**config.mk**
```make
export PLATFORM = sky130hd
export DESIGN_NAME = can_bus_join
export DESIGN_NICKNAME = d
export VERILOG_FILES = /design/src/rtl/can_join_pkg.sv /design/src/rtl/can_run_detect.sv /design/src/rtl/can_join_fsm.sv /design/src/rtl/can_err_cnt.sv /design/src/rtl/can_bus_join.sv
export SDC_FILE = /design/constraint.sdc
export NUM_CORES = 1
export LEC_CHECK = 0
export BUFFER_PORTS_ARGS = -buffer_cell sky130_fd_sc_hd__buf_2
export CAP_MARGIN = 20
export CORE_MARGIN = 2
export CORE_UTILIZATION = 45
export DETAILED_ROUTE_END_ITERATION = 8
export GPL_TIMING_DRIVEN = 1
export PLACE_DENSITY = 0.74
export SYNTH_ARGS = -nofsm -noshare
export SYNTH_HDL_FRONTEND = slang
export SYNTH_HIERARCHICAL = 1
export SYNTH_SLANG_ARGS = --single-unit
```
**constraint.sdc**
```tcl
create_clock -name clk -period 4 [get_ports clk]
set_clock_uncertainty 0.15 [all_clocks]
set_input_delay 0 -clock clk [delete_from_list [all_inputs] [get_ports clk]]
set_output_delay 0 -clock clk [all_outputs]
set_load 0.05 [all_outputs]
```
**src/rtl/can_join_pkg.sv**
```systemverilog
package can_join_pkg;
  typedef enum logic [2:0] {
    JS_INIT   = 3'd0,
    JS_INTEG  = 3'd1,
    JS_ACTIVE = 3'd2,
    JS_BUSOFF = 3'd3,
    JS_HOLD   = 3'd4
  } join_state_t;
endpackage

```
**src/rtl/can_run_detect.sv**
```systemverilog
module can_run_detect #(
  parameter int RUN_LEN = 11
) (
  input  logic clk,
  input  logic rst_n,
  input  logic clr,
  input  logic strobe,
  input  logic rx,
  output logic run_hit
);
  localparam int RW = $clog2(RUN_LEN + 1);
  localparam logic [RW-1:0] LAST = RW'(RUN_LEN - 1);

  logic [RW-1:0] len_q;

  // a run completes on the strobed recessive sample that fills it
  assign run_hit = strobe && rx && !clr && (len_q == LAST);

  always_ff @(posedge clk) begin
    if (!rst_n) begin
      len_q <= '0;
    end else if (clr) begin
      len_q <= '0;
    end else if (strobe) begin
      if (!rx || run_hit) begin
        len_q <= '0;
      end else begin
        len_q <= len_q + 1'b1;
      end
    end
  end
endmodule

```
**src/rtl/can_join_fsm.sv**
```systemverilog
module can_join_fsm
  import can_join_pkg::*;
#(
  parameter int ERR_W      = 8,
  parameter int RECOV_RUNS = 128
) (
  input  logic             clk,
  input  logic             rst_n,
  input  logic             sw_init,
  input  logic             busoff_pulse,
  input  logic             run_hit,
  input  logic [ERR_W-1:0] rec_val,
  output logic             det_clr,
  output logic             go_active,
  output logic             busoff_entry,
  output logic             rec_inc,
  output logic             rec_lock,
  output logic             node_active,
  output logic             recov_done
);
  localparam logic [ERR_W-1:0] LAST_RUN = ERR_W'(RECOV_RUNS - 1);

  join_state_t st_q, st_d;
  logic        last_run;
  logic        done_q;

  assign last_run = run_hit && (rec_val == LAST_RUN);

  always_comb begin
    st_d = st_q;
    case (st_q)
      JS_INIT:   if (!sw_init) st_d = JS_INTEG;
      JS_INTEG: begin
        if (sw_init)      st_d = JS_INIT;
        else if (run_hit) st_d = JS_ACTIVE;
      end
      JS_ACTIVE: if (sw_init) st_d = JS_INIT;
      JS_BUSOFF: begin
        if (last_run) st_d = sw_init ? JS_HOLD : JS_ACTIVE;
      end
      JS_HOLD:   if (!sw_init) st_d = JS_INTEG;
      default:   st_d = JS_INIT;
    endcase
    // bus-off entry overrides every other request
    if (busoff_pulse && (st_q != JS_BUSOFF)) st_d = JS_BUSOFF;
  end

  assign det_clr      = !((st_q == JS_INTEG) || (st_q == JS_BUSOFF));
  assign go_active    = (st_d == JS_ACTIVE) && (st_q != JS_ACTIVE);
  assign busoff_entry = (st_d == JS_BUSOFF) && (st_q != JS_BUSOFF);
  assign rec_inc      = (st_q == JS_BUSOFF) && run_hit;
  assign rec_lock     = (st_q == JS_BUSOFF);
  assign node_active  = (st_q == JS_ACTIVE);
  assign recov_done   = done_q;

  always_ff @(posedge clk) begin
    if (!rst_n) begin
      st_q   <= JS_INIT;
      done_q <= 1'b0;
    end else begin
      st_q   <= st_d;
      done_q <= (st_q == JS_BUSOFF) && last_run;
    end
  end
endmodule

```
**src/rtl/can_err_cnt.sv**
```systemverilog
module can_err_cnt #(
  parameter int ERR_W = 8
) (
  input  logic             clk,
  input  logic             rst_n,
  input  logic             clr_all,
  input  logic             rec_clr,
  input  logic             rec_inc,
  input  logic             rec_lock,
  input  logic             cfg_en,
  input  logic             wr_tec,
  input  logic             wr_rec,
  input  logic [ERR_W-1:0] wr_data,
  output logic [ERR_W-1:0] tec,
  output logic [ERR_W-1:0] rec
);
  logic tec_we, rec_we;

  assign tec_we = cfg_en && wr_tec;
  assign rec_we = cfg_en && wr_rec && !rec_lock;

  always_ff @(posedge clk) begin
    if (!rst_n) begin
      tec <= '0;
    end else if (clr_all) begin
      tec <= '0;
    end else if (tec_we) begin
      tec <= wr_data;
    end
  end

  always_ff @(posedge clk) begin
    if (!rst_n) begin
      rec <= '0;
    end else if (clr_all || rec_clr) begin
      rec <= '0;
    end else if (rec_inc) begin
      rec <= rec + 1'b1;
    end else if (rec_we) begin
      rec <= wr_data;
    end
  end
endmodule

```
**src/rtl/can_bus_join.sv**
```systemverilog
module can_bus_join #(
  parameter int RUN_LEN    = 11,
  parameter int RECOV_RUNS = 128,
  parameter int ERR_W      = 8
) (
  input  logic             clk,
  input  logic             rst_n,
  input  logic             bit_strobe,
  input  logic             rx_bit,
  input  logic             sw_init,
  input  logic             busoff_pulse,
  input  logic             cfg_en,
  input  logic             wr_tec,
  input  logic             wr_rec,
  input  logic [ERR_W-1:0] wr_data,
  output logic             node_active,
  output logic [ERR_W-1:0] tec_cnt,
  output logic [ERR_W-1:0] rec_cnt,
  output logic             recov_done
);
  logic det_clr, run_hit, go_active, busoff_entry, rec_inc, rec_lock;

  can_run_detect #(.RUN_LEN(RUN_LEN)) u_det (
    .clk     (clk),
    .rst_n   (rst_n),
    .clr     (det_clr),
    .strobe  (bit_strobe),
    .rx      (rx_bit),
    .run_hit (run_hit)
  );

  can_join_fsm #(.ERR_W(ERR_W), .RECOV_RUNS(RECOV_RUNS)) u_fsm (
    .clk          (clk),
    .rst_n        (rst_n),
    .sw_init      (sw_init),
    .busoff_pulse (busoff_pulse),
    .run_hit      (run_hit),
    .rec_val      (rec_cnt),
    .det_clr      (det_clr),
    .go_active    (go_active),
    .busoff_entry (busoff_entry),
    .rec_inc      (rec_inc),
    .rec_lock     (rec_lock),
    .node_active  (node_active),
    .recov_done   (recov_done)
  );

  can_err_cnt #(.ERR_W(ERR_W)) u_cnt (
    .clk      (clk),
    .rst_n    (rst_n),
    .clr_all  (go_active),
    .rec_clr  (busoff_entry),
    .rec_inc  (rec_inc),
    .rec_lock (rec_lock),
    .cfg_en   (cfg_en),
    .wr_tec   (wr_tec),
    .wr_rec   (wr_rec),
    .wr_data  (wr_data),
    .tec      (tec_cnt),
    .rec      (rec_cnt)
  );
endmodule

```
==> results of run 1 <==
==> cells in the mapped netlist, types with 2 or more instances <==
| master | count | area share |
|---|---|---|
| dfxtp_1 | 24 | 0.37 |
| nand2_1 | 19 | 0.055 |
| a21oi_1 | 18 | 0.069 |
| nand3_1 | 14 | 0.054 |
| nor2_1 | 11 | 0.032 |
| a211oi_1 | 4 | 0.023 |
| and2_1 | 4 | 0.019 |
| inv_1 | 4 | 0.011 |
| nand2b_1 | 4 | 0.019 |
| nand3b_1 | 4 | 0.023 |
| nand4_1 | 4 | 0.019 |
| o22ai_1 | 4 | 0.019 |
| buf_2 | 3 | 0.011 |
| ha_1 | 3 | 0.029 |
| a21boi_0 | 2 | 0.011 |
| o21ai_1 | 2 | 0.0077 |
| o21bai_1 | 2 | 0.011 |
| xor2_1 | 2 | 0.013 |
==> cells by family after synthesis <==
kind of cell	Yosys count	synth area share
AND/OR/NAND/NOR	77	0.343
AO/OA/AOI/OAI	38	0.191
flip-flops	24	0.368
buffers and inverters	10	0.0402
adder cells (fa/ha/maj)	3	0.0287
XOR/XNOR	2	0.0134
multiplexers	2	0.0163
==> timing repair <==
| action | 4_1_cts | 5_1_grt |
|---|---|---|
| hold buffers | 22 | 0 |
| hold endpoints to repair | 24 | 0 |
| setup buffers | 0 | 0 |
| resized for setup | 0 | 0 |
==> layout make-up <==
type	count	share of cell area
multi-input cells	122	0.442
flip-flops and latches	24	0.274
repair buffers	56	0.223
well taps	31	0.0222
clock inverters	1	0.0172
clock buffers	3	0.0129
inverters	4	0.00858
==> final timing paths <==
path	from	to	slack (ns)	cells after the start
hold / removal	wr_rec	u_cnt/rec[7]	0.05	4
hold reg to reg	u_cnt/tec[2]	u_cnt/tec[2]	0.31	2
setup / recovery	u_fsm/st_q[0]	u_cnt/rec[6]	0.80	11
setup reg to reg	u_fsm/st_q[0]	u_cnt/rec[6]	0.80	11
==> flip-flops by register name (all words and copies together) (netlist names) <==
signal and flops:
u_fsm/st_q 3, u_fsm/recov_done 1, u_cnt/rec 8, u_det/len_q 4, u_cnt/tec 8
==> worst min-delay path, stage by stage <==
cell and delay [ns]:
buf_2 0.09, nand3b_1 0.19, nand2_1 0.15, a221oi_2 0.05
==> metrics by stage <==
stage          utilization  power, mW
2_1_floorplan            -      0.322
3_3_place_gp         0.536      0.344
5_1_grt              0.635      0.558
4_1_cts              0.635      0.538
6_report             0.635      0.536
3_5_place_dp         0.536      0.347
==> layer usage <==
metal | vias up | global-route usage | share of wire
met3 | 6 | 0.0491 | 0.049
met1 | 622 | 0.243 | 0.42
li1 | 672 | - | -
met2 | 50 | 0.411 | 0.52
met4 | 0 | 0.0432 | 0.018
met5 | - | 0 | 0
==> power by group <==
group	switching, mW	internal, mW
Clock	0.0769	0.101
Combinational	0.0613	0.0393
Sequential	0.00958	0.247
==> impl_metrics.csv, run 1 <==
group,metric,value,unit
run_status,status,"completed",
power,p_per_area,306,mW/mm²
die,start_util,0.474,
placed_design,hpwl,2400,µm
die,fp-row-count,19,
placed_design,routabilityCongestion,0.908,
placed_design,pre_cts_slack,0.859,ns
critical_path,arrival,3.25,ns
cts,htreeDepth,1,
routing,viasPerCell,5.60,
final_layout,drive_above_1_share,0.233,
critical_path,start_kind,"flip-flop",
global_routing,antenna_found_initial,0,
timing,fin_ws,0.802,ns
timing,finalMaxSlewViolations,0,
timing,fin_crit,3.20,ns
worst_hold_path,min_path_type,"input pin to flip-flop",
cts,cts_buffers,3,
cts,cts_max_path_buffers,2,
power,p_leak,0.752,nW
critical_path,cp_cell_sequence,"and2b_2, inv_1, nand4bb_1, nor2_1, nand3_1, nor3_1, o22ai_1, a211oi_2, nand2b_1, or2_0, a211oi_1",
yosys,yosysUniqueCellTypes,46,
critical_path,cp_num_buf_inv,1,
cts,clk_pin_slew,0.14,ns
timing,fin_crit_sh,0.799,
yosys,synth_edf_count,0,
placed_design,io_buffers,34,
cts,cts_tree,"yes",
routing,drc,0,
timing,max_freq,0.313,GHz
critical_path,cp_data_required_time,4.05,ns
final_layout,seqCellArea,480,µm²
yosys,async_flop_share,0,
final_layout,antenna_cells,0,
placed_design,place_inst,215,
timing,hold_ws,0.0463,ns
routing,wirelength,3420,µm
cts,cts_root_buffer,"clkbuf_4",
job,drv_cap,0,
die,ios,35,
critical_path,slowest_delay,0.48,ns
yosys,synth-seq-cells,24,
routing,num_vias,1350,
timing,max-slew-margin-rel,0.658,
die,die_w,57.9,µm
critical_path,cp-end-kind,"flip-flop",
critical_path,crit_type,"flip-flop to flip-flop",
yosys,syn_avg_cell_area,8.37,µm²
final_layout,fin_nets,231,
routing,antenna_left,0,
timing,setup_violations,0,
final_layout,final_cell_mix,"buf_2, dfxtp_1, dlygate4sd3_1",
final_layout,final_common_cell,"buf_2",
final_layout,multi_input_area,773,µm²
global_routing,grt_pass1_wl,5640,µm
final_layout,layout.cells.non_filler,241,
yosys,syn_inst,156,
yosys,ys_warn_count,6,
placed_design,dpl_cell_area,0.00148,mm²
critical_path,path_delay_family,"simple AND/OR/NAND/NOR gates",
timing,setup_tns,0,ns
critical_path,critPathMaxFanout,9,
timing,worst_slew_pin_slew,0.514,ns
routing,drt_iter0_drc,68,
yosys,yosysSeqAreaShare,0.368,
die,dieArea,0.00335,mm²
final_layout,final_area,0.00175,mm²
global_routing,globalRouteTotalUtil,0.216,
timing,rsz0062_at_grt,"false",
routing,drt-wirelength-per-cell,14.2,µm
yosys,syn-num-nets,176,
global_routing,grt-ovfl-total,0,
power,ir_drop,0.393,mV
final_layout,n_fill_cell,246,
global_routing,grt_max_degree,15,
die,die_h,57.9,µm
critical_path,critPathSlowestCell,"or2_0",
cts,clk_latency,0.32,ns
routing,firstDrtPassIters,4,
yosys,synth.cell_area,0.00131,mm²
global_routing,grt_pass1_vias,1277,
timing,hold_viol,0,
die,coreArea,0.00276,mm²
final_layout,syn2layout_area_growth,34.0,%
yosys,ys.flop_type,"dfxtp_1",
cts,cts.sinks,24,
Note: power is estimated with default switching activity, not from simulation.
==> run 2, diff against run 1 <==
Settings changed: PLACE_DENSITY 0.74 to 0.77.
Clock period 4 ns to 2.9 ns, I/O delays scaled along.
==> run 2 against run 1 <==
  * First-iteration DRC count up 7.4%
  * Non-clock buffer count up 1
  * Flip-flop and latch count unchanged
  * Sequential share of layout area down 0.16 points
  * Combinational power up 37%
  * Global-route usage down 1.6 points
  * Power up 36%
  * Register-to-register slack worse by 0.51 ns
  * Clock-buffer cell count unchanged
  * Clock power up 33%
  * Hold slack better by 0.0061 ns
  * Design area up 0.57%
  * Critical path type unchanged
  * Critical endpoint unchanged
  * Highest routed layer unchanged
==> impl_metrics.csv, run 2 (synthesized netlist as in run 1, its figures left out) <==
group,metric,value,unit
placed_design,place_inst,217,
final_layout,post-route-util,0.638,
cts,cts_buffers,3,
routing,firstDrtPassIters,4,
global_routing,antenna_found_initial,0,
cts,cts_max_path_buffers,2,
placed_design,dpl_cell_area,0.00149,mm²
critical_path,critPathMaxFanout,8,
global_routing,grt-ovfl-total,0,
routing,drt_iter0_drc,73,
routing,wirelength,3090,µm
critical_path,arrival,2.67,ns
power,switching_share,0.263,
timing,worst_slew_pin_slew,0.506,ns
timing,setup_violations,0,
power,p_leak,0.758,nW
routing,drt-wirelength-per-cell,12.8,µm
timing,max_freq,0.384,GHz
global_routing,grt_max_degree,15,
timing,fin_crit,2.60,ns
timing,finalMaxSlewViolations,0,
final_layout,final_area,0.00176,mm²
power,p_int,536,µW
placed_design,pre_cts_slack,0.249,ns
die,dieArea,0.00335,mm²
final_layout,syn2layout_area_growth,34.8,%
final_layout,final_common_cell,"buf_2",
final_layout,n_fill_cell,224,
cts,clk_pin_slew,0.12,ns
timing,fin_crit_sh,0.898,
critical_path,cp-end-kind,"flip-flop",
critical_path,path_delay_family,"simple AND/OR/NAND/NOR gates",
cts,cts_tree,"yes",
cts,htreeDepth,1,
power,p_clk_frac,0.324,
power,ir_drop,0.272,mV
critical_path,slowest_delay,0.46,ns
final_layout,multi_input_area,778,µm²
run_status,status,"completed",
timing,rsz0062_at_grt,"false",
power,seqPwrFrac,0.486,
power,switchingPower,191,µW
global_routing,grt_pass1_vias,1298,
critical_path,start_kind,"flip-flop",
cts,cts_root_buffer,"clkbuf_4",
final_layout,final_cell_mix,"buf_2, dfxtp_1, dlygate4sd3_1",
routing,drc,0,
routing,viasPerCell,5.36,
die,coreArea,0.00276,mm²
final_layout,seqCellArea,480,µm²
die,start_util,0.474,
critical_path,cp_data_required_time,2.97,ns
timing,hold_viol,0,
critical_path,cp_cell_sequence,"and2b_2, inv_1, nand4bb_1, nor2_1, nand3_1, nor3_2, a211oi_2, nand2b_1, or2_0, buf_4, a211oi_1",
timing,max-slew-margin-rel,0.663,
cts,cts.sinks,24,
final_layout,antenna_cells,0,
routing,antenna_left,0,
placed_design,hpwl,2230,µm
final_layout,fin_nets,232,
critical_path,crit_type,"flip-flop to flip-flop",
critical_path,critPathSlowestCell,"dfxtp_1",
global_routing,globalRouteTotalUtil,0.199,
power,p_per_area,413,mW/mm²
placed_design,routabilityCongestion,0.898,
die,die_h,57.9,µm
die,die_w,57.9,µm
timing,fin_ws,0.296,ns
die,fp-row-count,19,
power,power_frac_comb,0.190,
placed_design,io_buffers,34,
worst_hold_path,min_path_type,"input pin to flip-flop",
final_layout,layout.cells.non_filler,242,
final_layout,drive_above_1_share,0.246,
timing,setup_tns,0,ns
routing,num_vias,1298,
die,ios,35,
global_routing,grt_pass1_wl,5370,µm
job,drv_cap,0,
critical_path,cp_num_buf_inv,2,
final_layout,top_regs,"u_cnt/rec x8, u_cnt/tec x8, u_det/len_q x4",
cts,clk_latency,0.30,ns
run 2: worst min-delay path, delay by kind of cell:
family | cells | cell delay [ns]
AO/OA/AOI/OAI | 2 | 0.26
buffers and inverters | 1 | 0.11
AND/OR/NAND/NOR | 2 | 0.10
run 2: what timing repair did:
item | in CTS | in global routing
gates resized for setup | 0 | 1
endpoints found under the setup margin | 0 | 1
buffers inserted | 0 | 0
endpoints found under the hold margin | 24 | 0
hold buffers | 21 | 0
run 2: power groups by stage:
stage	sequential, mW	clock (mW)	combinational (mW)
6_report	0.354	0.236	0.138
5_1_grt	0.356	0.256	0.149
4_1_cts	0.354	0.243	0.137
3_5_place_dp	0.361	0	0.118
3_3_place_gp	0.360	0	0.116
2_1_floorplan	0.386	0	0.0587
run 2: layout make-up:
cell class	instances	area share
Clock buffer	3	0.0128
Clock inverter	1	0.0171
Inverter	4	0.00853
Multi-Input combinational cell	122	0.442
Sequential cell	24	0.273
Tap cell	31	0.0220
Timing Repair Buffer	57	0.225
run 2: through the flow:
step                      hold slack [ns]  power [mW]
after floorplan                   -0.0557       0.444
after global placement              0.126       0.476
after detailed placement            0.129       0.480
after global routing               0.0737       0.762
final                              0.0524       0.727
after CTS                          0.0485       0.734
run 2: metal layers:
metal	vias to the layer above	GRT usage	wire, µm
met5	-	0	0
met4	0	0.0432	16
met3	2	0.0268	109
met2	27	0.362	1560
met1	597	0.251	1410
li1	672	-	-
run 2: worst paths after layout:
| path | startpoint | to | slack [ns] | cells after the start |
|---|---|---|---|---|
| max reg2reg | u_fsm/st_q[0] | u_cnt/rec[6] | 0.30 | 11 |
| min | wr_rec | u_cnt/rec[7] | 0.05 | 5 |
| max | u_fsm/st_q[0] | u_cnt/rec[6] | 0.30 | 11 |
| min reg2reg | u_cnt/tec[4] | u_cnt/tec[4] | 0.31 | 2 |
==> run 3, diff against run 2 <==
Settings changed: SYNTH_HIERARCHICAL 1 to not set.
==> run 3 against run 2 <==
  * Power shrank 7.1%
  * Design area shrank 5.8%
  * Die area shrank 0.71%
  * Wire length grew 14%
==> impl_metrics.csv, run 3 <==
group,metric,value,unit
critical_path,arrival,2.47,ns
timing,finalMaxSlewViolations,0,
worst_hold_path,min_path_type,"input pin to flip-flop",
cts,cts_max_path_buffers,2,
worst_hold_path,hp-start,"rx_bit",
yosys,synth_compound_area_frac,0.197,
placed_design,hpwl,2540,µm
timing,hold_viol,0,
power,p_leak,0.694,nW
yosys,synth_edf_count,0,
final_layout,final_common_cell,"buf_2",
global_routing,met1_usage,0.263,
routing,drt_iter0_drc,58,
final_layout,antenna_cells,0,
die,die_h,57.7,µm
timing,setup_violations,0,
global_routing,grt_pass1_wl,5770,µm
cts,cts_tree,"yes",
yosys,synth-seq-cells,24,
routing,wirelength,3540,µm
yosys,synth_top_family_by_area,"simple AND/OR/NAND/NOR gates",
critical_path,start_kind,"flip-flop",
yosys,synth.mux.area_fraction,0.0618,
routing,drc,0,
yosys,ys_warn_count,0,
yosys,synthXorXnorAreaFrac,0,
cts,cts_buffers,3,
power,ir_drop,0.300,mV
die,fp-row-count,19,
final_layout,final_cell_mix,"buf_2, dfxtp_1, dlygate4sd3_1",
global_routing,grt.busiest_layer,"met2",
power,power,676,µW
cts,cts_setup_buffers,0,
final_layout,n_fill_cell,254,
yosys,synth_common_cells,"dfxtp_1, nand2_1, nor2_1",
critical_path,r2r-start,"u_det.len_q[0]",
yosys,syn_inst,146,
critical_path,critPathLaunch,"u_det.len_q[0]",
critical_path,r2r-end,"u_cnt.rec[2]",
final_layout,top_regs,"u_cnt.rec x8, u_cnt.tec x8, u_det.len_q x4",
critical_path,path_delay_family,"compound AO/OA/AOI/OAI gates",
cts,clk_latency,0.31,ns
yosys,synth.cell_area,0.00130,mm²
timing,rsz0062_at_grt,"false",
yosys,syn-num-nets,166,
timing,max_freq,0.415,GHz
yosys,yosysSeqAreaShare,0.371,
die,die_w,57.7,µm
global_routing,grt_max_degree,15,
yosys,synth_fa_ha_area_frac,0.0290,
yosys,ys.flop_type,"dfxtp_1",
cts,cts.sinks,24,
power,p_per_area,407,mW/mm²
final_layout,fin_nets,215,
job,drv_cap,0,
routing,num_vias,1331,
global_routing,antenna_found_initial,0,
global_routing,grt_pass1_vias,1347,
final_layout,syn2layout_area_growth,28.0,%
yosys,synth_top_area_share,0.371,
yosys,yosys-top-cells-area,"dfxtp_1, mux2i_1, nor3b_1, nand2_1, nor2_1",
global_routing,globalRouteTotalUtil,0.219,
timing,worst_slew_pin_slew,0.551,ns
critical_path,crit_type,"flip-flop to flip-flop",
timing,fin_crit,2.41,ns
timing,max-slew-margin-rel,0.633,
timing,hold_ws,0.0287,ns
worst_hold_path,holdPathStages,4,
die,start_util,0.470,
routing,drt-wirelength-per-cell,15.7,µm
critical_path,cp-end-kind,"flip-flop",
die,dieArea,0.00333,mm²
routing,viasPerCell,5.92,
yosys,synth-simple-area-share,0.310,
critical_path,rr_worst_depth,8,
cts,cts_root_buffer,"clkbuf_4",
critical_path,cp_num_buf_inv,2,
routing,firstDrtPassIters,6,
die,coreArea,0.00276,mm²
global_routing,grt_use_met2,0.375,
worst_hold_path,hold_end,"u_fsm.st_q[0]",
final_layout,drive_above_1_share,0.222,
critical_path,critPathMaxFanout,9,
critical_path,r2r_slack,0.49,ns
yosys,async_flop_share,0,
yosys,synth_top_cell_by_area,"dfxtp_1",
timing,fin_crit_sh,0.831,
timing,setup_tns,0,ns
global_routing,use_met3,0.0379,
yosys,syn_avg_cell_area,8.88,µm²
critical_path,path_depth,8,
global_routing,grt-ovfl-total,0,
placed_design,io_buffers,34,
critical_path,slowest_delay,0.52,ns
die,ios,35,
critical_path,cp_data_required_time,2.95,ns
yosys,synth_most_common_cell,"dfxtp_1",
routing,antenna_left,0,
cts,htreeDepth,1,
critical_path,critPathSlowestCell,"a2111oi_4",
yosys,yosysUniqueCellTypes,40,
critical_path,cp_cell_sequence,"inv_1, ha_1, and4b_4, nand2_2, o32a_1, a2111oi_4, buf_4, nor4_1",
run_status,status,"completed",
cts,clk_pin_slew,0.13,ns
placed_design,routabilityCongestion,0.888,
==> run 3: changes by cell type after synthesis, sizes merged, moves of 4 or more <==
cell / previous run / this run
a21oi: 18 / 6
nand3: 14 / 8
nor3b: 0 / 8
nor3: 1 / 5
nand2: 19 / 13
mux2i: 1 / 8
and2: 5 / 0
==> run 3: area by class of cell <==
| type | instances | area, µm² | share of cell area |
|---|---|---|---|
| clock buffer | 4 | 36.3 | 0.0219 |
| inverter | 3 | 11.3 | 0.00679 |
| multi-input combinational | 114 | 774 | 0.467 |
| sequential | 24 | 480 | 0.290 |
| tap | 31 | 38.8 | 0.0234 |
| timing repair buffer | 49 | 318 | 0.192 |
==> run 3: where the power goes <==
| group | switching [mW] | total [mW] | internal [mW] |
|---|---|---|---|
| sequential | 0.0145 | 0.356 | 0.342 |
| clock | 0.0994 | 0.176 | 0.0766 |
| combinational | 0.0898 | 0.143 | 0.0535 |
==> run 3: kinds of logic (layout without fill, tap and decap cells) <==
group                    after synthesis  count (layout)
adder cells (fa/ha/maj)                3               3
multiplexers                           8               8
AND/OR/NAND/NOR                       71              71
buffers and inverters                  8              56
AO/OA/AOI/OAI                         32              32
flip-flops                            24              24
==> run 3: how the worst max path moves through the flow <==
| stage | endpoint | slack [ns] |
|---|---|---|
| after detailed placement | u_cnt.rec[2] | 0.52 |
| after global routing | u_cnt.rec[2] | 0.35 |
| after global placement | u_cnt.rec[2] | 0.59 |
| after floorplan | u_cnt.rec[1] | 0.56 |
| after CTS | u_cnt.rec[2] | 0.49 |
| final | u_cnt.rec[2] | 0.49 |
==> run 3: per-stage QoR <==
step	instances	setup slack, ns	area (µm²)	utilization
3_5_place_dp	207	0.525	1480	0.538
6_report	225	0.489	1660	0.602
4_1_cts	225	0.495	1660	0.602
3_3_place_gp	207	0.591	1480	0.538
2_1_floorplan	146	0.560	1300	-
5_1_grt	225	0.346	1660	0.602
==> run 3: repair_timing <==
item | CTS | global route
endpoints found under the hold margin | 24 | 0
resized for setup | 0 | 0
hold buffers | 14 | 0
==> run 3: worst min-delay path: stages <==
cell      delay, ns
buf_2          0.13
nand2_2        0.11
a211oi_1       0.10
nor2b_1        0.11
==> run 3: per-layer routing <==
| metal | routed length (µm) | share of wire |
|---|---|---|
| met2 | 1730 | 0.49 |
| met4 | 89 | 0.025 |
| met5 | 0 | 0 |
| met3 | 188 | 0.053 |
| met1 | 1530 | 0.43 |
